--- config.mk ---
export PLATFORM = sky130hd
export DESIGN_NAME = vfx_trap_encoder
export DESIGN_NICKNAME = d
export VERILOG_FILES = /design/src/rtl/vfx_pkg.sv /design/src/rtl/vfx_capture.sv /design/src/rtl/vfx_lane_cause.sv /design/src/rtl/vfx_walker.sv /design/src/rtl/vfx_result.sv /design/src/rtl/vfx_trap_encoder.sv
export SDC_FILE = /design/constraint.sdc
export NUM_CORES = 1
export LEC_CHECK = 0
export BUFFER_PORTS_ARGS = -buffer_cell sky130_fd_sc_hd__buf_4
export CAP_MARGIN = 20
export CORE_UTILIZATION = 44
export CTS_CLUSTER_SIZE = 8
export DETAILED_ROUTE_END_ITERATION = 8
export GPL_ROUTABILITY_DRIVEN = 0
export HOLD_SLACK_MARGIN = 0.08
export PLACE_DENSITY_LB_ADDON = 0.15
export SLEW_MARGIN = 10
export SYNTH_ARGS = -nofsm -noshare
export SYNTH_HDL_FRONTEND = slang
export SYNTH_SLANG_ARGS = --single-unit
--- constraint.sdc ---
create_clock -name clk -period 2.7 [get_ports clk]
set_clock_uncertainty 0.1 [all_clocks]
set_input_delay 0.54 -clock clk [delete_from_list [all_inputs] [get_ports clk]]
set_output_delay 0.54 -clock clk [all_outputs]
set_load 0.005 [all_outputs]
--- src/rtl/vfx_pkg.sv ---
package vfx_pkg;

  localparam int FLAG_W  = 5;
  localparam int CAUSE_W = 4;
  localparam int IDX_W   = 4;
  localparam int CODE_W  = IDX_W + CAUSE_W;
  localparam int CR_W    = 32;
  localparam int EN_LSB  = 27;
  localparam int STK_LSB = 19;

  typedef enum logic [CAUSE_W-1:0] {
    CAUSE_NONE = 4'd0,
    CAUSE_INV  = 4'd1,
    CAUSE_DZ   = 4'd2,
    CAUSE_OVF  = 4'd3,
    CAUSE_UNF  = 4'd4,
    CAUSE_INX  = 4'd5
  } cause_e;

  // Fixed-priority cause of one lane: invalid wins, inexact loses.
  function automatic cause_e pick_cause(input logic [FLAG_W-1:0] fl,
                                        input logic [FLAG_W-1:0] en,
                                        input logic              sup);
    logic [FLAG_W-1:0] hit;
    hit = fl & en;
    if (sup) hit[0] = 1'b0;
    if (hit[4])      return CAUSE_INV;
    else if (hit[3]) return CAUSE_DZ;
    else if (hit[2]) return CAUSE_OVF;
    else if (hit[1]) return CAUSE_UNF;
    else if (hit[0]) return CAUSE_INX;
    return CAUSE_NONE;
  endfunction

  // Lane count for an element size, clipped to the instantiated lanes.
  function automatic int unsigned lanes_for_size(input logic [1:0]  sz,
                                                 input int unsigned maxl);
    int unsigned n;
    case (sz)
      2'd0:    n = 4;
      2'd1:    n = 2;
      default: n = 1;
    endcase
    if (n > maxl) n = maxl;
    return n;
  endfunction

  function automatic logic [CR_W-1:0] merge_flags(input logic [CR_W-1:0]   cr,
                                                  input logic [FLAG_W-1:0] acc);
    logic [CR_W-1:0] sticky;
    sticky = '0;
    sticky[STK_LSB +: FLAG_W] = acc;
    return cr | sticky;
  endfunction

  function automatic logic [CODE_W-1:0] make_code(input logic [IDX_W-1:0] ix,
                                                  input cause_e           c);
    return (c == CAUSE_NONE) ? '0 : {ix, c};
  endfunction

endpackage

--- src/rtl/vfx_capture.sv ---
module vfx_capture
  import vfx_pkg::*;
#(
  parameter int MAX_LANES = 4
) (
  input  logic                        clk,
  input  logic                        rst_n,
  input  logic                        launch,
  input  logic [1:0]                  elem_size,
  input  logic                        single_mode,
  input  logic                        inexact_sup,
  input  logic [MAX_LANES*FLAG_W-1:0] lane_flags,
  input  logic [MAX_LANES-1:0]        lane_valid,
  input  logic [CR_W-1:0]             ctrl_in,
  output logic [1:0]                  cap_size,
  output logic                        cap_single,
  output logic                        cap_sup,
  output logic [MAX_LANES*FLAG_W-1:0] cap_flags,
  output logic [MAX_LANES-1:0]        cap_valid,
  output logic [CR_W-1:0]             cap_ctrl
);

  always_ff @(posedge clk or negedge rst_n) begin
    if (!rst_n) begin
      cap_size   <= '0;
      cap_single <= 1'b0;
      cap_sup    <= 1'b0;
      cap_flags  <= '0;
      cap_valid  <= '0;
      cap_ctrl   <= '0;
    end else if (launch) begin
      cap_size   <= elem_size;
      cap_single <= single_mode;
      cap_sup    <= inexact_sup;
      cap_flags  <= lane_flags;
      cap_valid  <= lane_valid;
      cap_ctrl   <= ctrl_in;
    end
  end

endmodule

--- src/rtl/vfx_lane_cause.sv ---
module vfx_lane_cause
  import vfx_pkg::*;
#(
  parameter int MAX_LANES = 4
) (
  input  logic [MAX_LANES*FLAG_W-1:0]          flags,
  input  logic [MAX_LANES-1:0]                 valid,
  input  logic [FLAG_W-1:0]                    enables,
  input  logic                                 sup,
  output logic [MAX_LANES-1:0][FLAG_W-1:0]     live_flags,
  output logic [MAX_LANES-1:0][CAUSE_W-1:0]    cause_v
);

  for (genvar g = 0; g < MAX_LANES; g++) begin : g_lane
    always_comb begin
      live_flags[g] = valid[g] ? flags[g*FLAG_W +: FLAG_W] : '0;
      cause_v[g]    = pick_cause(live_flags[g], enables, sup);
    end
  end

endmodule

--- src/rtl/vfx_walker.sv ---
module vfx_walker
  import vfx_pkg::*;
#(
  parameter int MAX_LANES = 4
) (
  input  logic               clk,
  input  logic               rst_n,
  input  logic               start,
  input  logic [1:0]         cap_size,
  input  logic               cap_single,
  input  logic [CAUSE_W-1:0] cur_cause,
  output logic               launch,
  output logic               busy,
  output logic               stop,
  output logic [IDX_W-1:0]   idx
);

  logic [IDX_W-1:0] last_ix;
  logic             at_last;
  logic             lane_traps;

  always_comb begin
    last_ix    = IDX_W'(lanes_for_size(cap_size, MAX_LANES) - 1);
    at_last    = (idx == last_ix);
    lane_traps = (cur_cause != CAUSE_NONE);
    launch     = start && !busy;
    stop       = busy && (lane_traps || cap_single || at_last);
  end

  always_ff @(posedge clk or negedge rst_n) begin
    if (!rst_n) begin
      busy <= 1'b0;
      idx  <= '0;
    end else if (launch) begin
      busy <= 1'b1;
      idx  <= '0;
    end else if (busy) begin
      if (stop) busy <= 1'b0;
      else      idx  <= idx + 1'b1;
    end
  end

endmodule

--- src/rtl/vfx_result.sv ---
module vfx_result
  import vfx_pkg::*;
(
  input  logic               clk,
  input  logic               rst_n,
  input  logic               launch,
  input  logic               busy,
  input  logic               stop,
  input  logic [IDX_W-1:0]   idx,
  input  logic [FLAG_W-1:0]  cur_flags,
  input  logic [CAUSE_W-1:0] cur_cause,
  input  logic [CR_W-1:0]    cap_ctrl,
  output logic               done,
  output logic               trap,
  output logic [CODE_W-1:0]  exc_code,
  output logic [IDX_W-1:0]   last_idx,
  output logic [CR_W-1:0]    ctrl_out
);

  logic [FLAG_W-1:0] acc;
  logic [FLAG_W-1:0] acc_next;
  logic              hit;

  always_comb begin
    acc_next = acc | cur_flags;
    hit      = (cur_cause != CAUSE_NONE);
  end

  always_ff @(posedge clk or negedge rst_n) begin
    if (!rst_n) begin
      acc      <= '0;
      done     <= 1'b0;
      trap     <= 1'b0;
      exc_code <= '0;
      last_idx <= '0;
      ctrl_out <= '0;
    end else begin
      done <= 1'b0;
      if (launch) begin
        acc <= '0;
      end else if (busy) begin
        acc <= acc_next;
        if (stop) begin
          done     <= 1'b1;
          trap     <= hit;
          exc_code <= make_code(idx, cause_e'(cur_cause));
          last_idx <= idx;
          ctrl_out <= hit ? cap_ctrl : merge_flags(cap_ctrl, acc_next);
        end
      end
    end
  end

endmodule

--- src/rtl/vfx_trap_encoder.sv ---
module vfx_trap_encoder
  import vfx_pkg::*;
#(
  parameter int MAX_LANES = 4
) (
  input  logic                        clk,
  input  logic                        rst_n,
  input  logic                        start,
  input  logic [1:0]                  elem_size,
  input  logic                        single_mode,
  input  logic                        inexact_sup,
  input  logic [MAX_LANES*FLAG_W-1:0] lane_flags,
  input  logic [MAX_LANES-1:0]        lane_valid,
  input  logic [CR_W-1:0]             ctrl_in,
  output logic                        busy,
  output logic                        done,
  output logic                        trap,
  output logic [CODE_W-1:0]           exc_code,
  output logic [IDX_W-1:0]            last_idx,
  output logic [CR_W-1:0]             ctrl_out
);

  localparam int SEL_W = (MAX_LANES > 1) ? $clog2(MAX_LANES) : 1;

  logic [1:0]                          cap_size;
  logic                                cap_single;
  logic                                cap_sup;
  logic [MAX_LANES*FLAG_W-1:0]         cap_flags;
  logic [MAX_LANES-1:0]                cap_valid;
  logic [CR_W-1:0]                     cap_ctrl;
  logic [MAX_LANES-1:0][FLAG_W-1:0]    live_flags;
  logic [MAX_LANES-1:0][CAUSE_W-1:0]   cause_v;
  logic [IDX_W-1:0]                    idx;
  logic [SEL_W-1:0]                    sel;
  logic [FLAG_W-1:0]                   cur_flags;
  logic [CAUSE_W-1:0]                  cur_cause;
  logic                                launch_evt;
  logic                                stop_evt;

  vfx_capture #(.MAX_LANES(MAX_LANES)) u_cap (
    .clk(clk), .rst_n(rst_n), .launch(launch_evt),
    .elem_size(elem_size), .single_mode(single_mode), .inexact_sup(inexact_sup),
    .lane_flags(lane_flags), .lane_valid(lane_valid), .ctrl_in(ctrl_in),
    .cap_size(cap_size), .cap_single(cap_single), .cap_sup(cap_sup),
    .cap_flags(cap_flags), .cap_valid(cap_valid), .cap_ctrl(cap_ctrl)
  );

  vfx_lane_cause #(.MAX_LANES(MAX_LANES)) u_lanes (
    .flags(cap_flags), .valid(cap_valid),
    .enables(cap_ctrl[EN_LSB +: FLAG_W]), .sup(cap_sup),
    .live_flags(live_flags), .cause_v(cause_v)
  );

  always_comb begin
    sel       = idx[SEL_W-1:0];
    cur_flags = live_flags[sel];
    cur_cause = cause_v[sel];
  end

  vfx_walker #(.MAX_LANES(MAX_LANES)) u_walk (
    .clk(clk), .rst_n(rst_n), .start(start),
    .cap_size(cap_size), .cap_single(cap_single), .cur_cause(cur_cause),
    .launch(launch_evt), .busy(busy), .stop(stop_evt), .idx(idx)
  );

  vfx_result u_res (
    .clk(clk), .rst_n(rst_n), .launch(launch_evt), .busy(busy),
    .stop(stop_evt), .idx(idx), .cur_flags(cur_flags), .cur_cause(cur_cause),
    .cap_ctrl(cap_ctrl), .done(done), .trap(trap), .exc_code(exc_code),
    .last_idx(last_idx), .ctrl_out(ctrl_out)
  );

endmodule

# After elaboration in Yosys (flattened, before gate mapping)
# Index checks and enable logic that the tools add are counted.
dict set report classes {
  n_eq_ne 3
  multipliers 0
  magnitude_cmp 2
  add_sub_neg 2
  reduce_logical 11
  n_shift 0
  div_mod_pow 0
  n_bitwise 7
  muxes 71
}
# op count
set ops {}
lappend ops {{2-to-1 mux 4 bit} 28}
lappend ops {{2-to-1 mux 5 bit} 7}
lappend ops {{2-to-1 mux 32 bit} 1}
lappend ops {{OR 32 x 24 -> 32 bit} 1}
lappend ops {{2-to-1 mux 1 bit} 30}
lappend ops {{AND 5 bit} 4}
lappend ops {{binary-select mux 5 bit (select 2 bit)} 1}
lappend ops {{binary-select mux 4 bit (select 2 bit)} 1}
lappend ops {{2-to-1 mux 8 bit} 1}
lappend ops {{case mux 3 bit (2 select lines)} 1}
lappend ops {{OR 5 bit} 1}
lappend ops {{adder 4 x 1 -> 4 bit (second input constant)} 1}
lappend ops {{equality test 4 bit} 1}
lappend ops {{logical NOT 4 bit} 1}
lappend ops {{nonzero test 4 bit} 1}
lappend ops {{subtractor 3 x 1 -> 4 bit (second input constant)} 1}
lappend ops {{> comparator 3 bit (second input constant)} 1}
lappend ops {{less-than comparator 2 x 3 -> 1 bit (second input constant)} 1}
lappend ops {{2-to-1 mux 3 bit} 1}
lappend ops {{AND reduction 3 bit} 1}
lappend ops {{equality test 2 x 1 -> 1 bit (second input constant)} 1}
lappend ops {{logical AND 1 bit} 2}
lappend ops {{logical NOT 2 bit} 1}
lappend ops {{logical OR 1 bit} 2}
lappend ops {{other kinds (5)} 5}
dict set report word_totals {
  out_inout_bits 47
  word_cells 110
  mem_bits_ro 0
  regBits 116
  n_memories 0
  latch_bits 0
  ram_bits 0
  in_bits 63
}

# Depth between registers and ports, before layout
# Gate-level depths: netlist (run 1).
dict set report logic_depth {
  word_depth 18
  mapped_depth 10
}

# Hierarchy
# A second synthesis (run 1) with hierarchy kept.
dict set report hier_totals {
  cells_unflattened 454
  hier_area_um2 5534.1
}
# mod instances area_per_inst_um2 cells_each seq_area_each_um2
set by_module_without_submodules {}
lappend by_module_without_submodules {vfx_capture 1 2533.7 127 1501.4}
lappend by_module_without_submodules {vfx_result 1 1990.7 204 1276.2}
lappend by_module_without_submodules {vfx_lane_cause 1 431.7 78 0.0}
lappend by_module_without_submodules {vfx_walker 1 359.1 34 125.1}
lappend by_module_without_submodules {vfx_trap_encoder 1 219.0 11 0.0}

# Worst setup path before layout (run 1)
# Ideal clock, no wire load.
dict set report synth_path {
  path_type {register to register}
  from {register u_cap.cap_ctrl[29]}
  to {register u_res.ctrl_out[0]}
  path_stages_with_launch 9
  n_path_buf 2
  period_less_slack_ps 2365
  setup_slack_ps 335
  arrival_time_ps 2140
  path_cell_list {dfrtp_1 > buf_2 > a22o_1 > or3b_1 > o211ai_1 > o22a_1 > o31ai_4 > buf_2 > mux2_2}
}
dict set report synth_between {
  elab_chain_cells 12
  elab_cells_between_ends 40
  cone_classes {mux (31); bitwise (4); reduce/logical (5)}
}
# element line
set synth_lines {}
lappend synth_lines {{start: declaration} vfx_capture.sv:20} ;# output logic [CR_W-1:0] cap_ctrl
lappend synth_lines {{start signal: assignment} vfx_capture.sv:37} ;# cap_ctrl <= ctrl_in;
lappend synth_lines {{AND 5 bit} vfx_pkg.sv:25} ;# hit = fl & en;
lappend synth_lines {{2-to-1 mux 4 bit or 2-to-1 mux 1 bit (tied branches)} vfx_pkg.sv:29} ;# else if (hit[2]) return CAUSE_OVF;
lappend synth_lines {{2-to-1 mux 4 bit or 2-to-1 mux 1 bit (tied branches)} vfx_pkg.sv:28} ;# else if (hit[3]) return CAUSE_DZ;
lappend synth_lines {{2-to-1 mux 4 bit or 2-to-1 mux 1 bit (tied branches)} vfx_pkg.sv:27} ;# if (hit[4]) return CAUSE_INV;
lappend synth_lines {{2-to-1 mux 4 bit} vfx_pkg.sv:32} ;# return CAUSE_NONE;
lappend synth_lines {{binary-select mux 4 bit (select 2 bit) (*)} vfx_trap_encoder.sv:57} ;# cur_cause = cause_v[sel];
lappend synth_lines {{2-to-1 mux 4 bit (not written as such) (*)} vfx_trap_encoder.sv:57}
lappend synth_lines {{nonzero test 4 bit (*)} {vfx_walker.sv:25, vfx_result.sv:26}}
lappend synth_lines {{logical OR 1 bit (2 in series)} vfx_walker.sv:27} ;# stop = busy && (lane_traps || cap_single || at_last);
lappend synth_lines {{logical AND 1 bit} vfx_walker.sv:27}
lappend synth_lines {{AND reduction 3 bit (no source line)} -}
lappend synth_lines {{end signal: assignment} vfx_result.sv:48} ;# ctrl_out <= hit ? cap_ctrl : merge_flags(cap_ctrl, acc_next);
lappend synth_lines {{end: declaration} vfx_result.sv:17} ;# output logic [CR_W-1:0] ctrl_out
# Every way passes the cells marked *; elsewhere a longest branch is shown, timed or not. The select of a mux whose other input is x is not followed.
# A chain may end at the register's enable or synchronous reset.

# Worst setup path in the final report (run 1)
dict set report layout_path {
  from {register u_cap.cap_ctrl[27]}
  to {register u_res.ctrl_out[8]}
}
dict set report layout_between {
  elab_chain_cells 15
  elab_cells_between_ends 40
  cone_classes {mux (31); bitwise (4); reduce/logical (5)}
}
# element line
set layout_lines {}
lappend layout_lines {{AND 5 bit} vfx_pkg.sv:25}
lappend layout_lines {{2-to-1 mux 1 bit} vfx_pkg.sv:26} ;# if (sup) hit[0] = 1'b0;
lappend layout_lines {{2-to-1 mux 1 bit} vfx_pkg.sv:31} ;# else if (hit[0]) return CAUSE_INX;
lappend layout_lines {{2-to-1 mux 1 bit} vfx_pkg.sv:30} ;# else if (hit[1]) return CAUSE_UNF;
lappend layout_lines {{2-to-1 mux 1 bit} vfx_pkg.sv:29}
lappend layout_lines {{2-to-1 mux 1 bit} vfx_pkg.sv:28}
lappend layout_lines {{2-to-1 mux 1 bit} vfx_pkg.sv:27}
lappend layout_lines {{2-to-1 mux 4 bit} vfx_pkg.sv:32}
lappend layout_lines {{binary-select mux 4 bit (select 2 bit) (*)} vfx_trap_encoder.sv:57}
lappend layout_lines {{2-to-1 mux 4 bit (not written as such) (*)} vfx_trap_encoder.sv:57}
lappend layout_lines {{nonzero test 4 bit (*)} {vfx_walker.sv:25, vfx_result.sv:26}}
lappend layout_lines {{logical OR 1 bit (2 in series)} vfx_walker.sv:27}
lappend layout_lines {{logical AND 1 bit} vfx_walker.sv:27}
lappend layout_lines {{AND reduction 3 bit (no source line)} -}
# Marked as above.

==> results of run 1 <==
[synthesized netlist by cell type, types with 2 or more instances]
| cell type | n | share of area (%) |
|---|---|---|
| a211o_1 | 3 | 0.52 |
| a211oi_1 | 3 | 0.44 |
| a21bo_2 | 2 | 0.39 |
| a21boi_0 | 6 | 0.89 |
| a21oi_1 | 6 | 0.59 |
| a221oi_1 | 3 | 0.52 |
| a22o_1 | 4 | 0.69 |
| a22oi_1 | 2 | 0.30 |
| a311oi_1 | 2 | 0.35 |
| a31oi_1 | 3 | 0.37 |
| a32o_1 | 4 | 0.79 |
| and2_1 | 2 | 0.25 |
| and3b_1 | 4 | 0.69 |
| buf_2 | 8 | 0.79 |
| buf_4 | 2 | 0.30 |
| clkbuf_1 | 16 | 1.2 |
| dfrtp_1 | 115 | 57 |
| inv_1 | 4 | 0.30 |
| mux2_2 | 80 | 18 |
| mux2_4 | 10 | 3.0 |
| nand2_1 | 25 | 1.9 |
| nand3_1 | 11 | 1.1 |
| nand3b_1 | 3 | 0.44 |
| nor2_1 | 9 | 0.67 |
| nor2b_1 | 3 | 0.37 |
| nor3_1 | 4 | 0.39 |
| nor4_1 | 3 | 0.37 |
| o211ai_1 | 4 | 0.59 |
| o21ai_0 | 10 | 0.99 |
| o21bai_1 | 3 | 0.44 |
| o22a_1 | 2 | 0.35 |
| o22ai_1 | 2 | 0.25 |
| o2bb2ai_1 | 2 | 0.35 |
| o32a_1 | 5 | 0.99 |
| o32ai_1 | 2 | 0.35 |
| or3_1 | 2 | 0.25 |
[stage by stage]
step | std cells | worst slack (ns) | hold WS, ns
finish | 658 | 0.154 | 0.238
global placement | 628 | 0.247 | 0.376
global route | 658 | -0.00902 | 0.239
CTS | 658 | 0.153 | 0.225
detailed placement | 628 | 0.173 | 0.380
floorplan | 390 | 0.335 | 0.144
[path summary, 6_finish.rpt]
kind	depth (start not counted)	slack, ns	endpoint	startpoint
setup / recovery	9	0.15	u_res.ctrl_out[8]	u_cap.cap_ctrl[27]
hold / removal	3	0.24	u_cap.cap_size[1]	elem_size[1]
setup reg to reg	9	0.15	u_res.ctrl_out[8]	u_cap.cap_ctrl[27]
hold reg to reg	1	0.39	u_res.exc_code[5]	u_res.exc_code[5]
max in group asynchronous	3	1.29	u_res.exc_code[7]	rst_n
min in group asynchronous	2	0.54	u_cap.cap_flags[8]	rst_n
[logic make-up (layout without fill, tap and decap cells)]
kind of cell    after synthesis  in the layout
simple gates                 74             74
buf+inv                      34            162
mux                          91             91
fa+ha+maj                     1              1
xor+xnor                      1              1
flops                       115            115
compound gates               73             73
other cells                   1              1
[routing by layer]
| layer | wire length, microns | up-vias |
|---|---|---|
| met4 | 223 | 0 |
| met2 | 5430 | 124 |
| li1 | - | 1663 |
| met5 | 0 | - |
| met1 | 5130 | 1841 |
| met3 | 830 | 24 |
[sequential cells by signal (all words and copies together), names as in the netlist]
name	count
u_res.exc_code	7
u_cap.cap_single	1
u_res.trap	1
u_res.ctrl_out	32
u_cap.cap_size	2
u_cap.cap_ctrl	32
u_res.acc	5
u_cap.cap_valid	4
u_cap.cap_flags	20
u_walk.idx	4
u_cap.cap_sup	1
u_res.done	1
u_res.last_idx	4
u_walk.busy	1
[cell type report]
type,count,area [sq um],share of cell area [%]
sequential,115,2880,42.9
multi-input combinational,241,2050,30.5
clock inverter,10,135,2.02
tap,140,175,2.61
timing repair buffer,127,993,14.8
clock buffer,19,453,6.75
inverter,6,22.5,0.336
[worst max-delay path: stages (launching register included)]
cell     delay [ns]
dfrtp_1        0.43
nor2b_2        0.23
nand4_1        0.13
and4_1         0.21
o32ai_1        0.34
buf_4          0.27
o31ai_4        0.08
inv_2          0.08
buf_12         0.18
mux2_2         0.35
[power by group through the flow]
stage / clock network [mW] / logic (mW) / registers, mW
5_1_grt: 2.34 / 4.29 / 3.45
2_1_floorplan: 0 / 2.71 / 3.06
3_3_place_gp: 0 / 3.81 / 3.30
3_5_place_dp: 0 / 3.91 / 3.33
4_1_cts: 2.26 / 3.94 / 3.32
6_report: 2.23 / 3.91 / 3.32
[timing repair]
action | CTS | global route
endpoints found under the setup margin | 0 | 14
hold buffers | 1 | 0
gates resized for setup | 0 | 1
hold endpoints to repair | 36 | 0
==> results.toml, run 1 <==
[power_and_ir_drop]
vdd_drop_max_uv = 690
power.switching_mw = 3.15
netSwitchingFraction_pct = 33.3
pwr-share-comb_pct = 41.4
clock_power_share_pct = 23.6
powerDensity_nw_per_um2 = 1410
power.internal_mw = 6.31
p_leak_nw = 3.03
power_mw = 9.45
seqPwrFrac_pct = 35.1

[cells_and_area]
final_util_pct = 60.8
fin_nets = 572
layout_commonest_cell = "buf_4"
postLayoutCellArea_sq_um = 6710
area_growth_pct = 32.3
diodes = 0
final_cell_mix = "123 x buf_4, 115 x dfrtp_1, 80 x mux2_2"
fillers = 905
drive_above_1_share_pct = 48.8

[yosys]
ys_types = 57
synth-edff-count = 0
synth_area_sq_um = 5070
async_flop_share_pct = 100
syn_avg_cell_area_sq_um = 13.0
synthesis.nets = 454
ys_seq_elements = 115
synth_top_family_by_area = "multiplexers"
synthSimpleGateAreaFrac_pct = 7.53
ys.flop_type = "dfrtp_1"
yosysWarnings = 0
syn_inst = 390
synth_xor_area_share_pct = 0.173
synth-compound-area-share_pct = 11.3
yosysSeqAreaShare_pct = 56.8
synthMuxAreaShare_pct = 20.9
yosys.area_share.adder_pct = 0.247

[floorplanning]
core_area_sq_um = 11000
die_area_sq_um = 12000
row_count = 38
ioPinCount = 110
die-width_microns = 109
die_h_microns = 109
start_util_pct = 46.0

[global_routing]
grt_pass1_vias = 3822
grt_use_met3_pct = 8.60
grt_use_met1_pct = 28.4
grt.met2_usage_pct = 32.8
grt_pass1_wl_microns = 19500
grt-busiest-layer = "met2"
grt-ovfl-total = 0
grt_antenna_before_repair = 0
grt_usage_pct = 21.9
grt_max_degree = 44

[routing]
drt-initial-drc-count = 170
drc = 0
vias_per_cell = 5.55
wl_per_cell_microns = 17.6
num_vias = 3652
ant_nets = 0
drt_pass1_iterations = 5
wl_microns = 11600

[outcome]
outcome = "complete, no violations"

[clocking]
cts_tree = "done"
cts_num_sinks = 115
clkLatencyLatePin_ns = 0.41
cts.clk_slew.worst_paths_ns = 0.05
clock_path_buffers = 2
root_buffer = "clkbuf_16"
post_cts_buffers = 0
htreeDepth = 4
cts-buffers-inserted = 17

[setup_path]
critical_path_required_ns = 2.90
cp_max_fo = 24
crit_arrival_ns = 2.74
critPathLaunchType = "flop"
endpoint_kind = "flop"
critPathKind = "reg2reg"

[placed_design]
dpl_cell_area_sq_um = 6100
post-dp-hpwl_microns = 8080
port_buffers = 108

[min_path]
hold_path.class = "in2reg"

[timing]
setup_tns_ns = 0
setup-violations-final = 0
hold_violations = 0
slew_viol_final = 0
fin_crit_sh_pct = 94.3
fmax_mhz = 393
worst_pin_slew_ns = 0.502
relSlewSlack_pct = 66.6
fin_crit_ns = 2.55

[flow_run]
cap_violations = 0
(Power assumes the default switching activity.)
==> run 2, diff against run 1 <==
--- a/config.mk
+++ b/config.mk
@@ -8,7 +8,7 @@
 export BUFFER_PORTS_ARGS = -buffer_cell sky130_fd_sc_hd__buf_4
 export CAP_MARGIN = 20
 export CORE_UTILIZATION = 44
-export CTS_CLUSTER_SIZE = 8
+export CTS_CLUSTER_SIZE = 30
 export DETAILED_ROUTE_END_ITERATION = 8
 export GPL_ROUTABILITY_DRIVEN = 0
 export HOLD_SLACK_MARGIN = 0.08
==> constraint.sdc (replaced) <==
create_clock -name clk -period 3 [get_ports clk]
set_clock_uncertainty 0.1 [all_clocks]
set_input_delay 0.6 -clock clk [delete_from_list [all_inputs] [get_ports clk]]
set_output_delay 0.6 -clock clk [all_outputs]
set_load 0.005 [all_outputs]
==> run 2 against run 1 <==
Wire length rose by 1.0%. Die area is the same. Sequential share of layout area grew 0.14 points. Cell count stayed put. Via count fell by 0.33%. Critical path depth fell by 1. Hold slack lost 0.13 ns. Total power decreased by 9.8%. Combinational power down 11%. Worst setup slack better by 0.14 ns. Highest routed layer unchanged. Global-route usage down 0.45 points. Critical path type unchanged. First-iteration DRC count is 8.8% lower.
==> results.toml, run 2 (synthesis gave the netlist of run 1 again) <==
[outcome]
outcome = "complete, no violations"

[global_routing]
grt_antenna_before_repair = 0
grt_pass1_vias = 3749
grt_pass1_wl_microns = 18800
grt_use_met3_pct = 8.95
grt-ovfl-total = 0
grt_usage_pct = 21.5
grt_use_met1_pct = 27.8
grt-busiest-layer = "met2"
grt_max_degree = 48
grt.met2_usage_pct = 32.8

[floorplanning]
die-width_microns = 109
start_util_pct = 46.0
row_count = 38
core_area_sq_um = 11000
die_area_sq_um = 12000
ioPinCount = 110
die_h_microns = 109

[clocking]
cts-buffers-inserted = 17
clkLatencyLatePin_ns = 0.41
cts_resized = 0
htreeDepth = 4
post_cts_buffers = 0
cts_tree = "done"
cts_hold_buf = 0
clock_path_buffers = 2
root_buffer = "clkbuf_16"
cts_num_sinks = 115
cts.clk_slew.worst_paths_ns = 0.05

[setup_path]
critPathLaunchType = "flop"
critPathKind = "reg2reg"
slowest_stage = "dfrtp_1"
worstReg2RegStart = "u_walk.idx[0]"
crit_arrival_ns = 2.90
cpPeakStageDelay_ns = 0.49
cp_max_fo = 11
cp-startpoint = "u_walk.idx[0]"
critical_path_required_ns = 3.19
worstPathCellList = "nor2b_1 > nand2_1 > o32ai_1 > o22a_1 > o31ai_4 > inv_2 > buf_12 > mux2_2"
endpoint_kind = "flop"

[cells_and_area]
final_util_pct = 60.6
area_growth_pct = 31.8
final_cell_mix = "122 x buf_4, 115 x dfrtp_1, 80 x mux2_2"
fillers = 914
diodes = 0
fin_nets = 569
layout_commonest_cell = "buf_4"
largestRegisters = "u_cap.cap_ctrl x32, u_res.ctrl_out x32, u_cap.cap_flags x20"
drive_above_1_share_pct = 48.3

[routing]
drc = 0
wl_per_cell_microns = 17.8
wl_microns = 11700
ant_nets = 0
drt-initial-drc-count = 155
num_vias = 3640
drt_pass1_iterations = 4
vias_per_cell = 5.53

[timing]
fin_crit_ns = 2.71
grt_setup_unrepaired = "false"
relSlewSlack_pct = 57.7
fin_crit_sh_pct = 90.2
setup_tns_ns = 0
setup-violations-final = 0
hold_violations = 0
slew_viol_final = 0
worst_pin_slew_ns = 0.635
setup_ws_ns = 0.295
fmax_mhz = 370

[flow_run]
cap_violations = 0

[placed_design]
post-dp-hpwl_microns = 8160
place_ws_ns = 0.345
port_buffers = 108

[min_path]
hold_path.class = "in2async"

[power_and_ir_drop]
vdd_drop_max_uv = 679
powerDensity_nw_per_um2 = 1280
p_leak_nw = 3.03
-- run 2: final cells by class --
| type | instances | area [sq um] | share of cell area [%] |
|---|---|---|---|
| multi-input cells | 241 | 2050 | 30.6 |
| inverters | 6 | 22.5 | 0.337 |
| flip-flops and latches | 115 | 2880 | 43.1 |
| repair buffers | 124 | 956 | 14.3 |
| clock buffers | 23 | 478 | 7.15 |
| clock inverters | 9 | 128 | 1.91 |
| well taps | 140 | 175 | 2.62 |
-- run 2: path summary, 6_finish.rpt --
check,cells past startpoint,to,slack (ns)
hold reg to reg,1,u_res.exc_code[5],0.39
setup reg to reg,8,u_res.ctrl_out[9],0.29
setup / recovery,8,u_res.ctrl_out[9],0.29
hold / removal,1,u_cap.cap_flags[3],0.11
max in group asynchronous,2,u_cap.cap_valid[3],1.98
min in group clk,3,u_cap.cap_single,0.30
-- run 2: critical path, delay by kind of cell, from the launching register on --
kind / cells / cell delay [ns]
buffers and inverters: 2 / 0.40
DFF: 1 / 0.49
and+or+nand+nor: 2 / 0.48
AOI/OAI and AO/OA: 3 / 0.78
muxes: 1 / 0.33
-- run 2: layer usage --
layer	vias to the layer above	routed length, microns
met5	-	0
met4	0	151
met3	13	892
met2	133	5560
met1	1822	5130
li1	1672	-
-- run 2: through the flow --
stage / instance area (sq um) / hold WS [ns] / power, mW / instances
finish: 6680 / 0.109 / 8.53 / 658
global route: 6680 / 0.147 / 9.05 / 658
CTS: 6680 / 0.121 / 8.60 / 658
detailed placement: 6080 / 0.383 / 6.50 / 626
global placement: 6080 / 0.377 / 6.41 / 626
floorplan: 5070 / 0.204 / 5.19 / 390
-- run 2: power breakdown --
part,switching [mW],leakage (nW),total [mW],internal (mW)
combinational,1.52,1.36,3.49,1.97
sequential,0.659,1.37,3.01,2.35
clock,0.668,0.301,2.03,1.37
